===== config.mk =====
export PLATFORM = sky130hd
export DESIGN_NAME = adc2w_host_reader
export DESIGN_NICKNAME = d
export VERILOG_FILES = /design/src/rtl/adc2w_pkg.sv /design/src/rtl/adc2w_phase_timer.sv /design/src/rtl/adc2w_capture.sv /design/src/rtl/adc2w_wait_timer.sv /design/src/rtl/adc2w_host_reader.sv
export SDC_FILE = /design/constraint.sdc
export NUM_CORES = 1
export LEC_CHECK = 0
export CAP_MARGIN = 25
export CORE_MARGIN = 2
export CORE_UTILIZATION = 42
export DETAILED_ROUTE_END_ITERATION = 8
export DONT_BUFFER_PORTS = 1
export PLACE_DENSITY_LB_ADDON = 0.15
export SETUP_SLACK_MARGIN = 0.3
export SKIP_LAST_GASP = 1
export SYNTH_ARGS = -nofsm -noshare
export SYNTH_HDL_FRONTEND = slang
export SYNTH_HIERARCHICAL = 1
export SYNTH_SLANG_ARGS = --single-unit

===== constraint.sdc =====
create_clock -name clk -period 4.9 [get_ports clk]
set_clock_uncertainty 0.15 [all_clocks]
set_input_delay 0 -clock clk [delete_from_list [all_inputs] [get_ports clk]]
set_output_delay 0 -clock clk [all_outputs]
set_load 0.05 [all_outputs]

===== src/rtl/adc2w_pkg.sv =====
package adc2w_pkg;

  localparam int unsigned WORD_W = 24;
  localparam int unsigned SEXT_W = 32;

  typedef enum logic [2:0] {
    OP_READ     = 3'd0,
    OP_READ_REL = 3'd1,
    OP_READ_CAL = 3'd2,
    OP_SLEEP    = 3'd3,
    OP_WAKE     = 3'd4
  } op_e;

  typedef enum logic [1:0] {
    ST_IDLE,
    ST_WAIT_RDY,
    ST_SHIFT,
    ST_WAIT_FALL
  } st_e;

  // clock pulses generated by each command
  function automatic int unsigned pulse_count(op_e op);
    case (op)
      OP_READ:     return 24;
      OP_READ_REL: return 25;
      OP_READ_CAL: return 26;
      default:     return 0;
    endcase
  endfunction

  // requested half-period raised to the floor
  function automatic int unsigned clamp_half(int unsigned req, int unsigned floor_v);
    return (req < floor_v) ? floor_v : req;
  endfunction

  function automatic logic [SEXT_W-1:0] sign_extend(logic [WORD_W-1:0] w);
    return {{(SEXT_W-WORD_W){w[WORD_W-1]}}, w};
  endfunction

endpackage


===== src/rtl/adc2w_phase_timer.sv =====
module adc2w_phase_timer #(
  parameter int unsigned W = 8
) (
  input  logic         clk,
  input  logic         rst_n,
  input  logic         load,
  input  logic [W-1:0] half,
  output logic         expire
);
  logic [W-1:0] cnt;

  always_ff @(posedge clk or negedge rst_n) begin
    if (!rst_n)          cnt <= '0;
    else if (load)       cnt <= half - W'(1);
    else if (cnt != '0)  cnt <= cnt - W'(1);
  end

  assign expire = (cnt == '0);
endmodule


===== src/rtl/adc2w_capture.sv =====
module adc2w_capture #(
  parameter int unsigned W = 24
) (
  input  logic         clk,
  input  logic         rst_n,
  input  logic         clear,
  input  logic         shift_en,
  input  logic         bit_in,
  output logic [W-1:0] word
);
  always_ff @(posedge clk or negedge rst_n) begin
    if (!rst_n)        word <= '0;
    else if (clear)    word <= '0;
    else if (shift_en) word <= {word[W-2:0], bit_in};
  end
endmodule


===== src/rtl/adc2w_wait_timer.sv =====
module adc2w_wait_timer #(
  parameter int unsigned W = 16
) (
  input  logic         clk,
  input  logic         rst_n,
  input  logic         clear,
  input  logic [W-1:0] limit,
  output logic         expired
);
  logic [W-1:0] cnt;

  always_ff @(posedge clk or negedge rst_n) begin
    if (!rst_n)            cnt <= '0;
    else if (clear)        cnt <= '0;
    else if (cnt != limit) cnt <= cnt + W'(1);
  end

  assign expired = (cnt == limit);
endmodule


===== src/rtl/adc2w_host_reader.sv =====
module adc2w_host_reader
  import adc2w_pkg::*;
#(
  parameter int unsigned DIV_W    = 8,
  parameter int unsigned TO_W     = 16,
  parameter int unsigned MIN_HALF = 10
) (
  input  logic                clk,
  input  logic                rst_n,
  input  logic                cmd_valid,
  input  logic [2:0]          cmd_op,
  output logic                busy,
  input  logic [DIV_W-1:0]    cfg_half,
  input  logic [TO_W-1:0]     cfg_timeout,
  output logic                sclk,
  input  logic                rdy_dout,
  output logic [WORD_W-1:0]   result,
  output logic [SEXT_W-1:0]   result_sext,
  output logic                result_valid,
  output logic                done,
  output logic                timeout_err
);
  localparam int unsigned PIDX_W = 5;
  localparam logic [PIDX_W-1:0] DATA_PULSES = PIDX_W'(WORD_W);

  st_e               state;
  op_e               op_q;
  logic              sclk_q, asleep, rdy_q;
  logic [PIDX_W-1:0] pidx;
  logic [WORD_W-1:0] result_q, cap_word;
  logic [DIV_W-1:0]  half_eff;
  logic [PIDX_W-1:0] npulse;
  op_e               op_in;
  logic              op_legal;

  // named internal events
  logic ev_accept, ev_rdy_seen, ev_start, ev_sleep, ev_phase_end;
  logic ev_sample, ev_last, ev_fall, ev_expired;
  logic tick, wd_expired, timer_load, wd_clear;

  assign half_eff = DIV_W'(clamp_half(32'(cfg_half), MIN_HALF));
  assign npulse   = PIDX_W'(pulse_count(op_q));
  assign op_in    = op_e'(cmd_op);
  assign op_legal = (cmd_op <= 3'd4);

  always_comb begin
    ev_accept    = (state == ST_IDLE) && cmd_valid && op_legal &&
                   (asleep ? (op_in == OP_WAKE) : (op_in != OP_WAKE));
    ev_rdy_seen  = (state == ST_WAIT_RDY) && !rdy_dout;
    ev_start     = ev_rdy_seen && (op_q != OP_SLEEP);
    ev_sleep     = ev_rdy_seen && (op_q == OP_SLEEP);
    ev_phase_end = (state == ST_SHIFT) && tick;
    ev_sample    = ev_phase_end && sclk_q && (pidx < DATA_PULSES);
    ev_last      = ev_phase_end && !sclk_q && (pidx == npulse - PIDX_W'(1));
    ev_fall      = (state == ST_WAIT_FALL) && rdy_q && !rdy_dout;
    ev_expired   = wd_expired &&
                   (((state == ST_WAIT_RDY) && rdy_dout) ||
                    ((state == ST_WAIT_FALL) && !ev_fall));
    timer_load   = ev_start || (ev_phase_end && !ev_last);
    wd_clear     = ev_accept || (ev_last && (op_q == OP_READ_CAL));
  end

  adc2w_phase_timer #(.W(DIV_W)) i_phase (
    .clk(clk), .rst_n(rst_n), .load(timer_load), .half(half_eff), .expire(tick)
  );

  adc2w_capture #(.W(WORD_W)) i_capture (
    .clk(clk), .rst_n(rst_n), .clear(ev_start), .shift_en(ev_sample),
    .bit_in(rdy_dout), .word(cap_word)
  );

  adc2w_wait_timer #(.W(TO_W)) i_wait (
    .clk(clk), .rst_n(rst_n), .clear(wd_clear), .limit(cfg_timeout),
    .expired(wd_expired)
  );

  always_ff @(posedge clk or negedge rst_n) begin
    if (!rst_n) begin
      state        <= ST_IDLE;
      op_q         <= OP_READ;
      sclk_q       <= 1'b0;
      asleep       <= 1'b0;
      rdy_q        <= 1'b1;
      pidx         <= '0;
      result_q     <= '0;
      result_valid <= 1'b0;
      done         <= 1'b0;
      timeout_err  <= 1'b0;
    end else begin
      rdy_q        <= rdy_dout;
      result_valid <= 1'b0;
      done         <= 1'b0;
      timeout_err  <= 1'b0;
      case (state)
        ST_IDLE: if (ev_accept) begin
          op_q <= op_in;
          if (op_in == OP_WAKE) begin
            asleep <= 1'b0;
            sclk_q <= 1'b0;
            state  <= ST_WAIT_FALL;
          end else begin
            state  <= ST_WAIT_RDY;
          end
        end
        ST_WAIT_RDY: begin
          if (ev_sleep) begin
            sclk_q <= 1'b1;
            asleep <= 1'b1;
            done   <= 1'b1;
            state  <= ST_IDLE;
          end else if (ev_start) begin
            sclk_q <= 1'b1;
            pidx   <= '0;
            state  <= ST_SHIFT;
          end else if (ev_expired) begin
            timeout_err <= 1'b1;
            state       <= ST_IDLE;
          end
        end
        ST_SHIFT: if (ev_phase_end) begin
          if (sclk_q) begin
            sclk_q <= 1'b0;
          end else if (ev_last) begin
            result_q     <= cap_word;
            result_valid <= 1'b1;
            if (op_q == OP_READ_CAL) state <= ST_WAIT_FALL;
            else begin
              done  <= 1'b1;
              state <= ST_IDLE;
            end
          end else begin
            pidx   <= pidx + PIDX_W'(1);
            sclk_q <= 1'b1;
          end
        end
        ST_WAIT_FALL: begin
          if (ev_fall) begin
            done  <= 1'b1;
            state <= ST_IDLE;
          end else if (ev_expired) begin
            timeout_err <= 1'b1;
            state       <= ST_IDLE;
          end
        end
        default: state <= ST_IDLE;
      endcase
    end
  end

  assign sclk        = sclk_q;
  assign busy        = (state != ST_IDLE);
  assign result      = result_q;
  assign result_sext = sign_extend(result_q);

  // ---------------- assertion support ----------------
  logic             sclk_prev, seen_toggle;
  logic [DIV_W-1:0] run_len;
  logic [PIDX_W:0]  rise_cnt;

  always_ff @(posedge clk or negedge rst_n) begin
    if (!rst_n) begin
      sclk_prev   <= 1'b0;
      seen_toggle <= 1'b0;
      run_len     <= '0;
      rise_cnt    <= '0;
    end else begin
      sclk_prev <= sclk_q;
      if (sclk_q != sclk_prev) begin
        seen_toggle <= 1'b1;
        run_len     <= DIV_W'(1);
      end else if (run_len < DIV_W'(MIN_HALF)) begin
        run_len <= run_len + DIV_W'(1);
      end
      if (ev_accept)                 rise_cnt <= '0;
      else if (sclk_q && !sclk_prev) rise_cnt <= rise_cnt + 1'b1;
    end
  end

  AST_PHASE_FLOOR: assert property (@(posedge clk) disable iff (!rst_n)
    (seen_toggle && (sclk_q != sclk_prev)) |-> (run_len >= DIV_W'(MIN_HALF)));
  AST_PULSE_TOTAL: assert property (@(posedge clk) disable iff (!rst_n)
    result_valid |-> (rise_cnt == {1'b0, npulse}));
  AST_IDLE_CLOCK_LEVEL: assert property (@(posedge clk) disable iff (!rst_n)
    (state == ST_IDLE) |-> (sclk_q == asleep));
  AST_BUSY_IGNORES_CMD: assert property (@(posedge clk) disable iff (!rst_n)
    (busy && cmd_valid) |=> (op_q == $past(op_q)));
  AST_SINGLE_OUTCOME: assert property (@(posedge clk) disable iff (!rst_n)
    !(done && timeout_err));
endmodule


==> impl_metrics.csv <==
group,metric,value,unit
timing,finalSetupTns,0,ps
worst_hold_path,min_path_type,"input pin to flop",
global_route,track_usage,15.1,%
detailed_routing,wl_per_cell,15.3,µm
pwr,p_per_area,437,mW/mm²
synthesis,synth_top_area_share,44.8,%
synthesis,syn_area,0.00486,mm²
synthesis,synth_top_cells_by_area,"dfrtp_1 (45%), mux2_1 (6.0%), mux2i_1 (6.0%)",
timing,whs,10.0,ps
placement,dp.final_hpwl,6.05,mm
final_layout,design_area,0.00514,mm²
timing,min_period_over_period,79.8,%
clock_tree,clockBufferDepth,2,
global_route,antenna_found_initial,0,
job,cap_violations,0,
outcome,status,"completed",
critical_path,cp_cell_sequence,"nor3b_2 -> inv_1 -> ha_1 -> inv_1 -> nor2_1 -> ha_1 -> xor2_1 -> nor4_4 -> nand3_2 -> clkinv_2 -> o21ai_1 -> buf_4 -> mux2i_1 -> ha_1 -> o221a_2 -> a21o_1 -> nand2_1 -> dlygate4sd3_1",
detailed_routing,via_count,3165,
detailed_routing,post-route-drc-count,0,
clock_tree,h-tree-depth,3,
global_route,grt_first_pass_wirelength,15.5,mm
detailed_routing,wl,8.89,mm
critical_path,path_max_fanout,17,
placement,place_area,0.00469,mm²
synthesis,ys_seq_elements,88,
global_route,grt_max_degree,89,
die,die_area,0.0125,mm²
critical_path,crit_slowest_cell,"dlygate4sd3_1",
synthesis,yosysMostFrequentCell,"dfrtp_1",
synthesis,yosysWarningCount,6,
timing,worst_slew_pin_slew,1070,ps
die,ios,92,
placement,port_buffers,0,
clock_tree,cts_tree,"yes",
timing,maxSlewHeadroom,29.1,%
clock_tree,clock_latency,330,ps
clock_tree,numCtsBuffers,9,
synthesis,synth_flop_cell,"dfrtp_1",
critical_path,worst_setup_path_start_kind,"flop",
synthesis,synth_edf_count,0,
detailed_routing,drtIter0Drc,144,
critical_path,critPathRequiredTime,4960,ps
clock_tree,numClockSinks,88,
synthesis,synth_cells,454,
pwr,vdd_drop_max,0.000229,V
die,die_w,112,µm
die,core-area,0.0114,mm²
final_layout,final_nets,474,
critical_path,arrival,3970,ps
final_layout,drive_gt1_share,10.5,%
synthesis,netlist.top_cell.by_area,"dfrtp_1",
synthesis,synth_common_cells,"dfrtp_1 (87), nor2_1 (43), buf_4 (33)",
clock_tree,clkTransAtPathRegs,60,ps
timing,rsz0062_at_grt,"no",
detailed_routing,via_per_inst,5.44,
die,std_cell_rows,39,
critical_path,worstSetupPathType,"flop to flop",
synthesis,async_reset_ff_share,100,%
timing,maxSlewViolCount,0,
placement,routabilityCongestion,0.813,
final_layout,n_antenna_cell,0,
die,die_h,112,µm
detailed_routing,drt_first_pass_iters,4,
die,start_util,42.8,%
critical_path,r2r_slack,990,ps
detailed_routing,drtAntennaViolNets,0,
critical_path,crit_path_end_kind,"flop",
synthesis,ys_seq_area_share,45.3,%
timing,min_period,3910,ps
timing,hold_viol_final,0,
global_route,grt_overflow_total,0,
clock_tree,cts_root_buf,"clkbuf_16",
global_route,first_global_vias,3212,
critical_path,cpPeakStageDelay,540,ps
synthesis,synthDistinctLibCells,61,
pwr,p_leak,0.00224,µW
final_layout,num-fill-cells,1071,
synthesis,synth_nets,494,
synthesis,synth.avg_cell_area,10.7,µm²
clock_tree,cts_resized,0,
timing,setup_viol,0,
timing,fmax,256,MHz
final_layout,areaGrowthSynthToFinish,5.71,%
critical_path,crit_top_cell,"ha_1",
## cell families after synthesis
kind of cell,synth area share (%)
simple gates,14.8
flops,45.3
compound gates,10.2
buf+inv,9.60
mux,12.5
xor+xnor,5.23
fa+ha+maj,2.32
## routing by layer
metal | GRT usage (%) | wire [µm] | vias up
li1 | - | - | 1534
met4 | 5.84 | 120 | 0
met1 | 20.0 | 4300 | 1565
met5 | 0 | 0 | -
met2 | 23.9 | 4110 | 57
met3 | 4.14 | 356 | 9
## per-stage QoR
stage | utilization, % | setup slack (ps) | total power [µW] | cells
after global routing | 45.2 | 754 | 2400 | 582
after CTS | 45.2 | 966 | 2280 | 582
after floorplan | - | 1290 | 1490 | 454
final | 45.2 | 991 | 2250 | 582
after global placement | 41.2 | 1410 | 1590 | 550
after detailed placement | 41.2 | 1310 | 1610 | 550
## worst max-delay path, delay by kind of cell (launching register included)
| family | cells | cell delay [ps] |
|---|---|---|
| flip-flops | 1 | 430 |
| buffers and inverters | 5 | 970 |
| XOR/XNOR | 1 | 170 |
| AND/OR/NAND/NOR | 5 | 770 |
| AO/OA/AOI/OAI | 3 | 340 |
| adder cells (fa/ha/maj) | 3 | 770 |
| multiplexers | 1 | 200 |
## area by class of cell
cell class	count	area [µm²]	share of cell area, %
Sequential cell	88	2210	43.0
Clock buffer	10	229	4.46
Clock inverter	6	43.8	0.852
Multi-Input combinational cell	300	2210	43.0
Tap cell	143	179	3.48
Timing Repair Buffer	21	215	4.19
Inverter	14	53.8	1.05
## timing repair
| item | CTS | global route |
|---|---|---|
| endpoints found under the setup margin | 0 | 0 |
| hold buffers | 16 | 0 |
| hold endpoints to repair | 110 | 0 |
| setup buffers | 0 | 0 |
## state kept, by name, indices dropped and copies added (netlist names)
| name | flops |
|---|---|
| asleep | 1 |
| done | 1 |
| i_capture/word | 24 |
| result | 24 |
| state | 2 |
| result_valid | 1 |
| pidx | 5 |
| i_phase/cnt | 8 |
| timeout_err | 1 |
| i_wait/cnt | 16 |
| rdy_q | 1 |
| op_q | 3 |
| sclk | 1 |
## where the power goes
group	total, µW	leakage [µW]	internal [µW]	switching, µW
sequential	936	0.00119	813	123
combinational	690	0.000918	296	394
clock	621	0.000133	345	276
## cell usage in the layout, fill, tap and decap left out, drive strengths merged, types with 2 or more instances in the layout
cell,instances
dfrtp,87
nor2,45
mux2i,29
mux2,28
o21ai,23
xnor2,22
a21oi,21
nand2,17
dlygate4sd3,15
inv,14
nand3,14
or3,10
clkbuf,10
ha,9
nand4,8
xor2,7
o31ai,7
nor3b,7
buf,6
or4,6
nor3,5
o22ai,5
nor4,5
clkinv,5
a21boi,4
nand2b,3
or2,2
a21o,2
a31oi,2
and2,2
o21a,2
nor2b,2
o311ai,2
## path summary, 6_finish.rpt
check / to / depth (start not counted) / startpoint
setup / recovery: i_phase/cnt[6]$_DFFE_PN0P_ / 18 / op_q[1]$_DFFE_PN0P_
hold / removal: i_wait/cnt[11]$_DFFE_PN0P_ / 5 / cfg_timeout[12]
setup reg to reg: i_phase/cnt[6]$_DFFE_PN0P_ / 18 / op_q[1]$_DFFE_PN0P_
hold reg to reg: result[23]$_DFFE_PN0P_ / 1 / i_capture/word[23]$_DFFE_PN0P_
max in group asynchronous: rdy_q$_DFF_PN1_ / 2 / rst_n
min in group asynchronous: result[13]$_DFFE_PN0P_ / 2 / rst_n
No activity file was read; power rests on OpenSTA's default activity.
